### config.mk
export PLATFORM = sky130hd
export DESIGN_NAME = frc_expect
export DESIGN_NICKNAME = d
export VERILOG_FILES = /design/src/rtl/frc_pkg.sv /design/src/rtl/frc_expect.sv
export SDC_FILE = /design/constraint.sdc
export NUM_CORES = 1
export LEC_CHECK = 0
export BUFFER_PORTS_ARGS = -buffer_cell sky130_fd_sc_hd__clkbuf_2
export CAP_MARGIN = 0
export CORE_ASPECT_RATIO = 0.8
export CORE_UTILIZATION = 41
export DETAILED_ROUTE_END_ITERATION = 10
export PLACE_DENSITY = 0.73
export SETUP_SLACK_MARGIN = 0.02
export SYNTH_ARGS = -nofsm -noshare
export SYNTH_HDL_FRONTEND = slang
export SYNTH_SLANG_ARGS = --single-unit
### constraint.sdc
create_clock -name clk -period 1.88 [get_ports clk]
set_input_delay 0.094 -clock clk [delete_from_list [all_inputs] [get_ports clk]]
set_output_delay 0.094 -clock clk [all_outputs]
set_load 0.02 [all_outputs]
### src/rtl/frc_pkg.sv
package frc_pkg;

  typedef enum logic [1:0] {
    ST_IDLE = 2'd0,
    ST_WAIT = 2'd1,
    ST_RECV = 2'd2,
    ST_DONE = 2'd3
  } frc_state_e;

  typedef enum logic [1:0] {
    SEG_HDR  = 2'd0,
    SEG_PAD  = 2'd1,
    SEG_PAY  = 2'd2,
    SEG_TAIL = 2'd3
  } frc_seg_e;

  function automatic int packet_len(input int pad, input int flit_w,
                                    input int n_src, input int gap);
    return 1 + pad + flit_w * n_src * (gap + 1) + 1;
  endfunction

endpackage

### src/rtl/frc_expect.sv
module frc_expect
  import frc_pkg::*;
#(
  parameter int FLIT_W  = 8,
  parameter int NUM_SRC = 4,
  parameter int PAD_HDR = 9,
  parameter int GAP     = 4,
  parameter logic [FLIT_W-1:0] TAIL_FLIT = '0,
  localparam int SRC_W  = $clog2(NUM_SRC),
  localparam int SLOTS  = FLIT_W * NUM_SRC,
  localparam int SLOT_W = $clog2(SLOTS),
  localparam int PAD_W  = $clog2(PAD_HDR + 1),
  localparam int GAP_W  = $clog2(GAP + 1)
) (
  input  logic              clk,
  input  logic              rst,
  input  logic              load,
  input  logic              adv,
  input  logic [SRC_W-1:0]  src,
  output logic [FLIT_W-1:0] exp_flit
);

  frc_seg_e          seg_q;
  logic [PAD_W-1:0]  pad_q;
  logic [GAP_W-1:0]  off_q;
  logic [SLOT_W-1:0] slot_q;

  always_ff @(posedge clk) begin
    if (rst || load) begin
      seg_q  <= SEG_HDR;
      pad_q  <= '0;
      off_q  <= '0;
      slot_q <= '0;
    end else if (adv) begin
      unique case (seg_q)
        SEG_HDR: begin
          seg_q <= SEG_PAD;
          pad_q <= '0;
        end
        SEG_PAD: begin
          if (pad_q == PAD_W'(PAD_HDR - 1)) begin
            seg_q  <= SEG_PAY;
            off_q  <= '0;
            slot_q <= '0;
          end else begin
            pad_q <= pad_q + 1'b1;
          end
        end
        SEG_PAY: begin
          if (off_q == GAP_W'(GAP)) begin
            off_q <= '0;
            if (slot_q == SLOT_W'(SLOTS - 1)) seg_q <= SEG_TAIL;
            else slot_q <= slot_q + 1'b1;
          end else begin
            off_q <= off_q + 1'b1;
          end
        end
        default: seg_q <= SEG_TAIL;
      endcase
    end
  end

  logic [FLIT_W-1:0] hdr_arrival;
  always_comb begin
    hdr_arrival = '0;
    hdr_arrival[FLIT_W-1] = src[0];
    hdr_arrival[FLIT_W/2] = src[1];
  end

  int grp;
  int bitpos;
  always_comb begin
    grp    = int'(slot_q) / FLIT_W;
    bitpos = int'(slot_q) % FLIT_W;
  end

  always_comb begin
    exp_flit = '0;
    unique case (seg_q)
      SEG_HDR:  exp_flit = hdr_arrival;
      SEG_PAD:  exp_flit = '0;
      SEG_PAY:  if (off_q == '0 && grp == int'(src))
                  exp_flit = {{(FLIT_W-1){1'b0}}, 1'b1} << bitpos;
      default:  exp_flit = TAIL_FLIT;
    endcase
  end

  AST_HDR_THEN_PAD: assert property (@(posedge clk) disable iff (rst)
    (seg_q == SEG_HDR && adv && !load) |=> (seg_q == SEG_PAD));

  AST_TAIL_STICKS: assert property (@(posedge clk) disable iff (rst)
    (seg_q == SEG_TAIL && !load) |=> (seg_q == SEG_TAIL));

endmodule

# Word level (Yosys, flattened, before mapping)
# Index checks and enable logic that the tools add are counted.
[totals]
register_bits = 14
latch_bits = 0
ram_bits = 0
mem_bits_ro = 0
out_inout_bits = 8
wordCells = 44
mem_count = 0
[classes]
add_sub_neg = 3
multipliers = 0
div = 0
magnitude_cmp = 0
eq_ne = 11
n_shift = 1
n_mux = 15
bitwise_logic = 0
n_reduce_logical = 10
[ops]
columns = ["op", "count"]
rows = [
  ["8-bit case mux with 2 select lines", 1],
  ["5-bit 2-to-1 mux", 3],
  ["2-bit inequality test (second input constant)", 5],
  ["5-bit case mux with 2 select lines", 1],
  ["8-bit 2-to-1 mux", 1],
  ["4-bit case mux with 2 select lines", 1],
  ["1-bit by 3-bit << shifter with 8-bit output (first input constant)", 1],
  ["2-bit 2-to-1 mux", 3],
  ["3-bit 2-to-1 mux", 2],
  ["2-bit case mux with 3 select lines", 1],
  ["3-bit case mux with 2 select lines", 1],
  ["3-bit AND reduction", 2],
  ["5-bit by 1-bit adder with 5-bit output (second input constant)", 1],
  ["5-bit equality test (second input constant)", 1],
  ["5-bit AND reduction", 1],
  ["4-bit by 1-bit adder with 4-bit output (second input constant)", 1],
  ["4-bit equality test (second input constant)", 1],
  ["4-bit 2-to-1 mux", 1],
  ["4-bit AND reduction", 1],
  ["2-bit nonzero test", 2],
  ["3-bit by 1-bit adder with 3-bit output (second input constant)", 1],
  ["3-bit equality test (second input constant)", 1],
  ["3-bit logical NOT", 1],
  ["2-bit by 1-bit equality test with 1-bit output (second input constant)", 1],
  ["other kinds (5)", 5],
]

# Longest topological paths before layout
[logic_depth]
ltp_word = 4
mapped_depth = 7
mapped_depth_nobuf = 7

# Worst setup path before layout
# No wires, ideal clock.
[synth_path]
kind = "reg2reg"
start = "reg slot_q[0]"
end = "reg slot_q[3]"
setup_ps = 115
t_arrival_ps = 1738
path_slack_ps = 28
path_stages_with_launch = 8
n_path_buf = 0
cell_sequence = "dfxtp_1 > ha_1 > and3_2 > ha_1 > nand4bb_1 > o22ai_2 > a21boi_0 > o21a_1"
[synth_between]
elab_chain_len = 4
elab_cells_between_ends = 7
classes_between = "add/sub: 1; eq/ne: 2; mux: 3; reduce/logical: 1"
[synth_lines]
columns = ["item", "line", "source"]
rows = [
  ["from (decl)", "frc_expect.sv:26", "logic [SLOT_W-1:0] slot_q;"],
  ["from (signal assigned)", "frc_expect.sv:53", "else slot_q <= slot_q + 1'b1;"],
  ["5-bit by 1-bit adder with 5-bit output", "frc_expect.sv:53", ""],
  ["5-bit 2-to-1 mux", "frc_expect.sv:52", "if (slot_q == SLOT_W'(SLOTS - 1)) seg_q <= SEG_TAIL;"],
  ["5-bit 2-to-1 mux", "frc_expect.sv:50", "if (off_q == GAP_W'(GAP)) begin"],
  ["5-bit case mux with 2 select lines", "frc_expect.sv:35", "unique case (seg_q)"],
]
# Several ways; a longest one is shown, not always the timed one. The select of a mux whose other input is x is not followed.
# A chain may end at the register's enable or synchronous reset.

# Worst setup path after layout
[layout_path]
start = "reg slot_q[3]"
end = "out exp_flit[6]"
[layout_between]
elab_chain_len = 4
[layout_lines]
columns = ["item", "line", "source"]
rows = [
  ["2-bit equality test", "frc_expect.sv:82", "SEG_PAY: if (off_q == '0 && grp == int'(src))"],
  ["1-bit logical AND", "frc_expect.sv:82", ""],
  ["8-bit 2-to-1 mux", "frc_expect.sv:82", ""],
  ["8-bit case mux with 2 select lines", "frc_expect.sv:79", "unique case (seg_q)"],
  ["to (decl)", "frc_expect.sv:20", "output logic [FLIT_W-1:0] exp_flit"],
]
# No other way between the ends.

==> impl_summary.log <==
[metrics] fraction of layout cells with a size suffix above 1: roughly a quarter
[metrics] start point of the critical path: slot_q[3]$_SDFFE_PP0P_
[metrics] Routed Antenna Nets: 0
[metrics] Hold WS: 0.122 ns
[metrics] root buf cell: sky130_fd_sc_hd__clkbuf_4
[metrics] result of the run: complete, but fails checks
[metrics] Static Leak: roughly 0.5 nW
[metrics] FF+latch area: 283 um2
[metrics] antenna diode count: 0
[metrics] placer congestion estimate: 0.887
[metrics] number of nets in the synthesized netlist: 136
[metrics] cts bufs inserted: 3
[metrics] unrepaired setup endpoints after global routing: yes
[metrics] class of the most critical setup path: flip-flop to output port
[metrics] wire length of the first global-routing pass: 3520 um
[metrics] hold path startpoint: rst
[metrics] reg-to-reg critical path startpoint: slot_q[0]$_SDFFE_PP0P_
[metrics] effective utilization at floorplan: ~45%
[metrics] number of DRC markers in iteration 0: 48
[metrics] Hold WC Path Type: input port to flip-flop
[metrics] ranking of synthesized cells by area: sky130_fd_sc_hd__dfxtp_1, sky130_fd_sc_hd__ha_1, sky130_fd_sc_hd__nor2_1
[metrics] Max-cap violations: 0
[metrics] Avg Vias per Cell: between 5 and 6
[metrics] flops & latches, synth: 14
[metrics] placeable core region: between 2000 and 2500 um2
[metrics] crit path time final: 1.80 ns
[metrics] clock edge transition at the registers on the reported setup and hold paths: 0.09 ns
[metrics] Die Footprint: about 2600 um2
[metrics] Max Transition Viols Final: 0
[metrics] number of nets in the final layout: about 160
[metrics] failing checks: design-rule violations
[metrics] IR Drop Worst-Case VDD: between 0.2 and 0.25 mV
[metrics] slew at the pin closest to its max-slew limit: 0.436 ns
[metrics] setup ws final: 0.0845 ns
[metrics] H-tree depth reported by CTS: 1
[metrics] Max Fanout on Critical Path: 5
[metrics] YS warnings: 0
[metrics] power density of the placed cells: 481 nW/um2
[metrics] minimum setup slack after placement: -0.0255 ns
[metrics] number of standard-cell rows in the floorplan: 15
[metrics] data required time at the worst endpoint: ~1.8 ns
[metrics] pin count of the biggest net entering global routing: 15
[metrics] Max Freq: 557 MHz
[metrics] final clock period utilization by the worst path: 95.5%
[metrics] clk_lat worst skew: between 0.2 and 0.3 ns
[metrics] endpoints failing setup: 0
[metrics] hpwl dp: 1640 um
[metrics] wire length per cell after detailed routing: between 10 and 15 um
[metrics] detailed-routing iteration count for the pre-antenna-repair pass: 7
[metrics] all-layer global routing usage: 18.5%
[metrics] clk_skew: 0.000614 ns
[metrics] antenna violations before repair: 0
[metrics] total global routing overflow: 0
[metrics] synthesized instance count: 119
[metrics] Worst setup SP type: flip-flop
[metrics] setup slack, reg-to-reg: around 0.10 ns
[metrics] remaining design rule violation count: 2
[metrics] I/O pin count: 14
[metrics] clk buf depth: 2
[metrics] total clock sinks: 14
[metrics] sequential fraction of the synthesis area: 28.4%
[metrics] Critical Path Sink Type: output port
[metrics] vias in the first global route: 773
[metrics] die extent in y: around 46 um
[metrics] Slew Limit Headroom: 70.9%
[metrics] Yosys top cell area share: 28.4%
[metrics] multi-input combinational cell area: approximately 700 um2
[metrics] Fillers: 196
[metrics] synthesis-to-layout area growth: 21.0%
[metrics] TritonCTS clock tree: done
[metrics] Avg Inst Size Synth: just over 8 um2
[metrics] netlist area before placement: a little under 1000 um2
[metrics] dominant cell type by area after synthesis: sky130_fd_sc_hd__dfxtp_1
[metrics] data arrival at the endpoint of the critical path: 1.70 ns
[metrics] total count of hold-check failures in the final report: 0
[metrics] input/output buffers: 13
[metrics] final routed wirelength across all metal layers: 2260 um
[metrics] Die Width: 56.9 um
[metrics] number of vias after detailed routing: about 950
[metrics] setup repair bufs after CTS: 0
[metrics] Distinct cells, synth: 38
## power breakdown
| group | switching (W) | total, W | internal, W |
|---|---|---|---|
| Clock | 0.000109 | 0.000227 | 0.000118 |
| Sequential | 0.00000417 | 0.000302 | 0.000298 |
| Combinational | 0.0000286 | 0.0000467 | 0.0000181 |
## sequential cells by signal (all words and copies together), names as in the netlist
signal	cells
off_q	3
pad_q	4
seg_q	2
slot_q	5
## layout make-up
type / count / area share (%)
Clock buffer: 4 / 3.03
Inverter: 8 / 2.51
Multi-Input combinational cell: 93 / 59.2
Sequential cell: 14 / 23.6
Tap cell: 25 / 2.62
Timing Repair Buffer: 18 / 9.00
## what timing repair did
action                                  4_1_cts  5_1_grt
pin swaps                                     1        4
endpoints found under the setup margin       11       12
resized for setup                             6       11
hold buffers                                  0        0
## Yosys cell counts
cell	instances
sky130_fd_sc_hd__and3_1	7
sky130_fd_sc_hd__nor2b_2	1
sky130_fd_sc_hd__nor2_1	13
sky130_fd_sc_hd__o21ai_0	4
sky130_fd_sc_hd__dfxtp_1	14
sky130_fd_sc_hd__buf_2	1
sky130_fd_sc_hd__nor3b_1	1
sky130_fd_sc_hd__a21oi_1	7
sky130_fd_sc_hd__a22oi_1	2
sky130_fd_sc_hd__buf_4	2
sky130_fd_sc_hd__nor4_1	1
sky130_fd_sc_hd__nand3b_1	1
sky130_fd_sc_hd__clkbuf_1	1
sky130_fd_sc_hd__nand4b_2	1
sky130_fd_sc_hd__nand4bb_1	1
sky130_fd_sc_hd__o221ai_1	1
sky130_fd_sc_hd__and2_4	1
sky130_fd_sc_hd__nand2b_1	4
sky130_fd_sc_hd__nand4b_1	1
sky130_fd_sc_hd__nand2_1	6
sky130_fd_sc_hd__ha_1	11
sky130_fd_sc_hd__and3b_1	1
sky130_fd_sc_hd__o21a_1	2
sky130_fd_sc_hd__inv_1	8
sky130_fd_sc_hd__a311oi_1	2
sky130_fd_sc_hd__mux2i_1	2
sky130_fd_sc_hd__or2_2	1
sky130_fd_sc_hd__nand4_1	2
sky130_fd_sc_hd__and3_2	2
sky130_fd_sc_hd__nor4b_2	1
sky130_fd_sc_hd__a21boi_0	1
sky130_fd_sc_hd__nand3_1	5
sky130_fd_sc_hd__nor3_1	1
sky130_fd_sc_hd__a31oi_1	2
sky130_fd_sc_hd__o31ai_1	2
sky130_fd_sc_hd__xor2_1	2
sky130_fd_sc_hd__o22ai_2	1
sky130_fd_sc_hd__nor2b_1	3
## logic make-up (layout without fill, tap and decap cells)
kind of cell | Yosys count | count (layout) | share of synthesized area [%]
muxes | 2 | 2 | 2.03
xor gates and xnor gates | 2 | 2 | 1.77
AOI/OAI and AO/OA | 24 | 24 | 16.1
adders and majority gates | 11 | 11 | 13.9
and+or+nand+nor | 54 | 54 | 32.4
buffers and inverters | 12 | 30 | 5.44
DFF | 14 | 14 | 28.4
## path summary, 6_finish.rpt
path	to	depth (start not counted)
max	exp_flit[6]	5
min	slot_q[3]$_SDFFE_PP0P_	3
max reg2reg	slot_q[1]$_SDFFE_PP0P_	7
min reg2reg	off_q[0]$_SDFFE_PP0P_	1
## per-layer routing
layer | routed length, um | GRT usage, % | vias up
met1 | 1050 | 24.3 | 452
met2 | 1060 | 28.2 | 29
li1 | - | - | 466
met3 | 112 | 3.98 | 5
met5 | 0 | 0 | -
met4 | 38 | 10.7 | 0
## through the flow
stage / power [W] / util (%) / setup TNS (ns) / cell area, um2 / std cells
after floorplan: 0.000338 / - / 0 / 988 / 119
after global placement: 0.000348 / 49.6 / 0 / 1100 / 158
after detailed placement: 0.000350 / 49.6 / -0.0255 / 1100 / 158
after CTS: 0.000573 / 53.1 / 0 / 1170 / 162
after global routing: 0.000594 / 54.0 / 0 / 1200 / 162
final: 0.000576 / 54.0 / 0 / 1200 / 162
## placed cells by master, fill, tap and decap left out, types with 2 or more instances in the layout
master                     netlist  final
sky130_fd_sc_hd__buf_4           2      7
sky130_fd_sc_hd__and3_1          7      7
sky130_fd_sc_hd__nand2b_1        4      4
sky130_fd_sc_hd__a311oi_1        2      2
sky130_fd_sc_hd__mux2i_1         2      2
sky130_fd_sc_hd__o21ai_0         4      4
sky130_fd_sc_hd__nor2b_1         3      3
sky130_fd_sc_hd__clkbuf_2        0      9
sky130_fd_sc_hd__buf_2           1      2
sky130_fd_sc_hd__o31ai_1         2      2
sky130_fd_sc_hd__clkbuf_4        0      3
sky130_fd_sc_hd__nand2_1         6      6
sky130_fd_sc_hd__a21oi_1         7      7
sky130_fd_sc_hd__dfxtp_2         0      2
sky130_fd_sc_hd__a22oi_1         2      2
sky130_fd_sc_hd__a31oi_1         2      2
sky130_fd_sc_hd__nand4_1         2      2
sky130_fd_sc_hd__o21a_1          2      2
sky130_fd_sc_hd__nor2_1         13     13
sky130_fd_sc_hd__nand3_1         5      5
sky130_fd_sc_hd__inv_1           8      7
sky130_fd_sc_hd__xor2_1          2      2
sky130_fd_sc_hd__ha_1           11     10
sky130_fd_sc_hd__and3_2          2      2
sky130_fd_sc_hd__dfxtp_1        14     12
## critical path, cell delays in order (launching register included)
cell	delay [ns]
sky130_fd_sc_hd__dfxtp_1	0.38
sky130_fd_sc_hd__xor2_1	0.20
sky130_fd_sc_hd__nor4b_4	0.31
sky130_fd_sc_hd__and2_4	0.21
sky130_fd_sc_hd__and3_1	0.15
sky130_fd_sc_hd__buf_2	0.16
(Power assumes the default switching activity.)
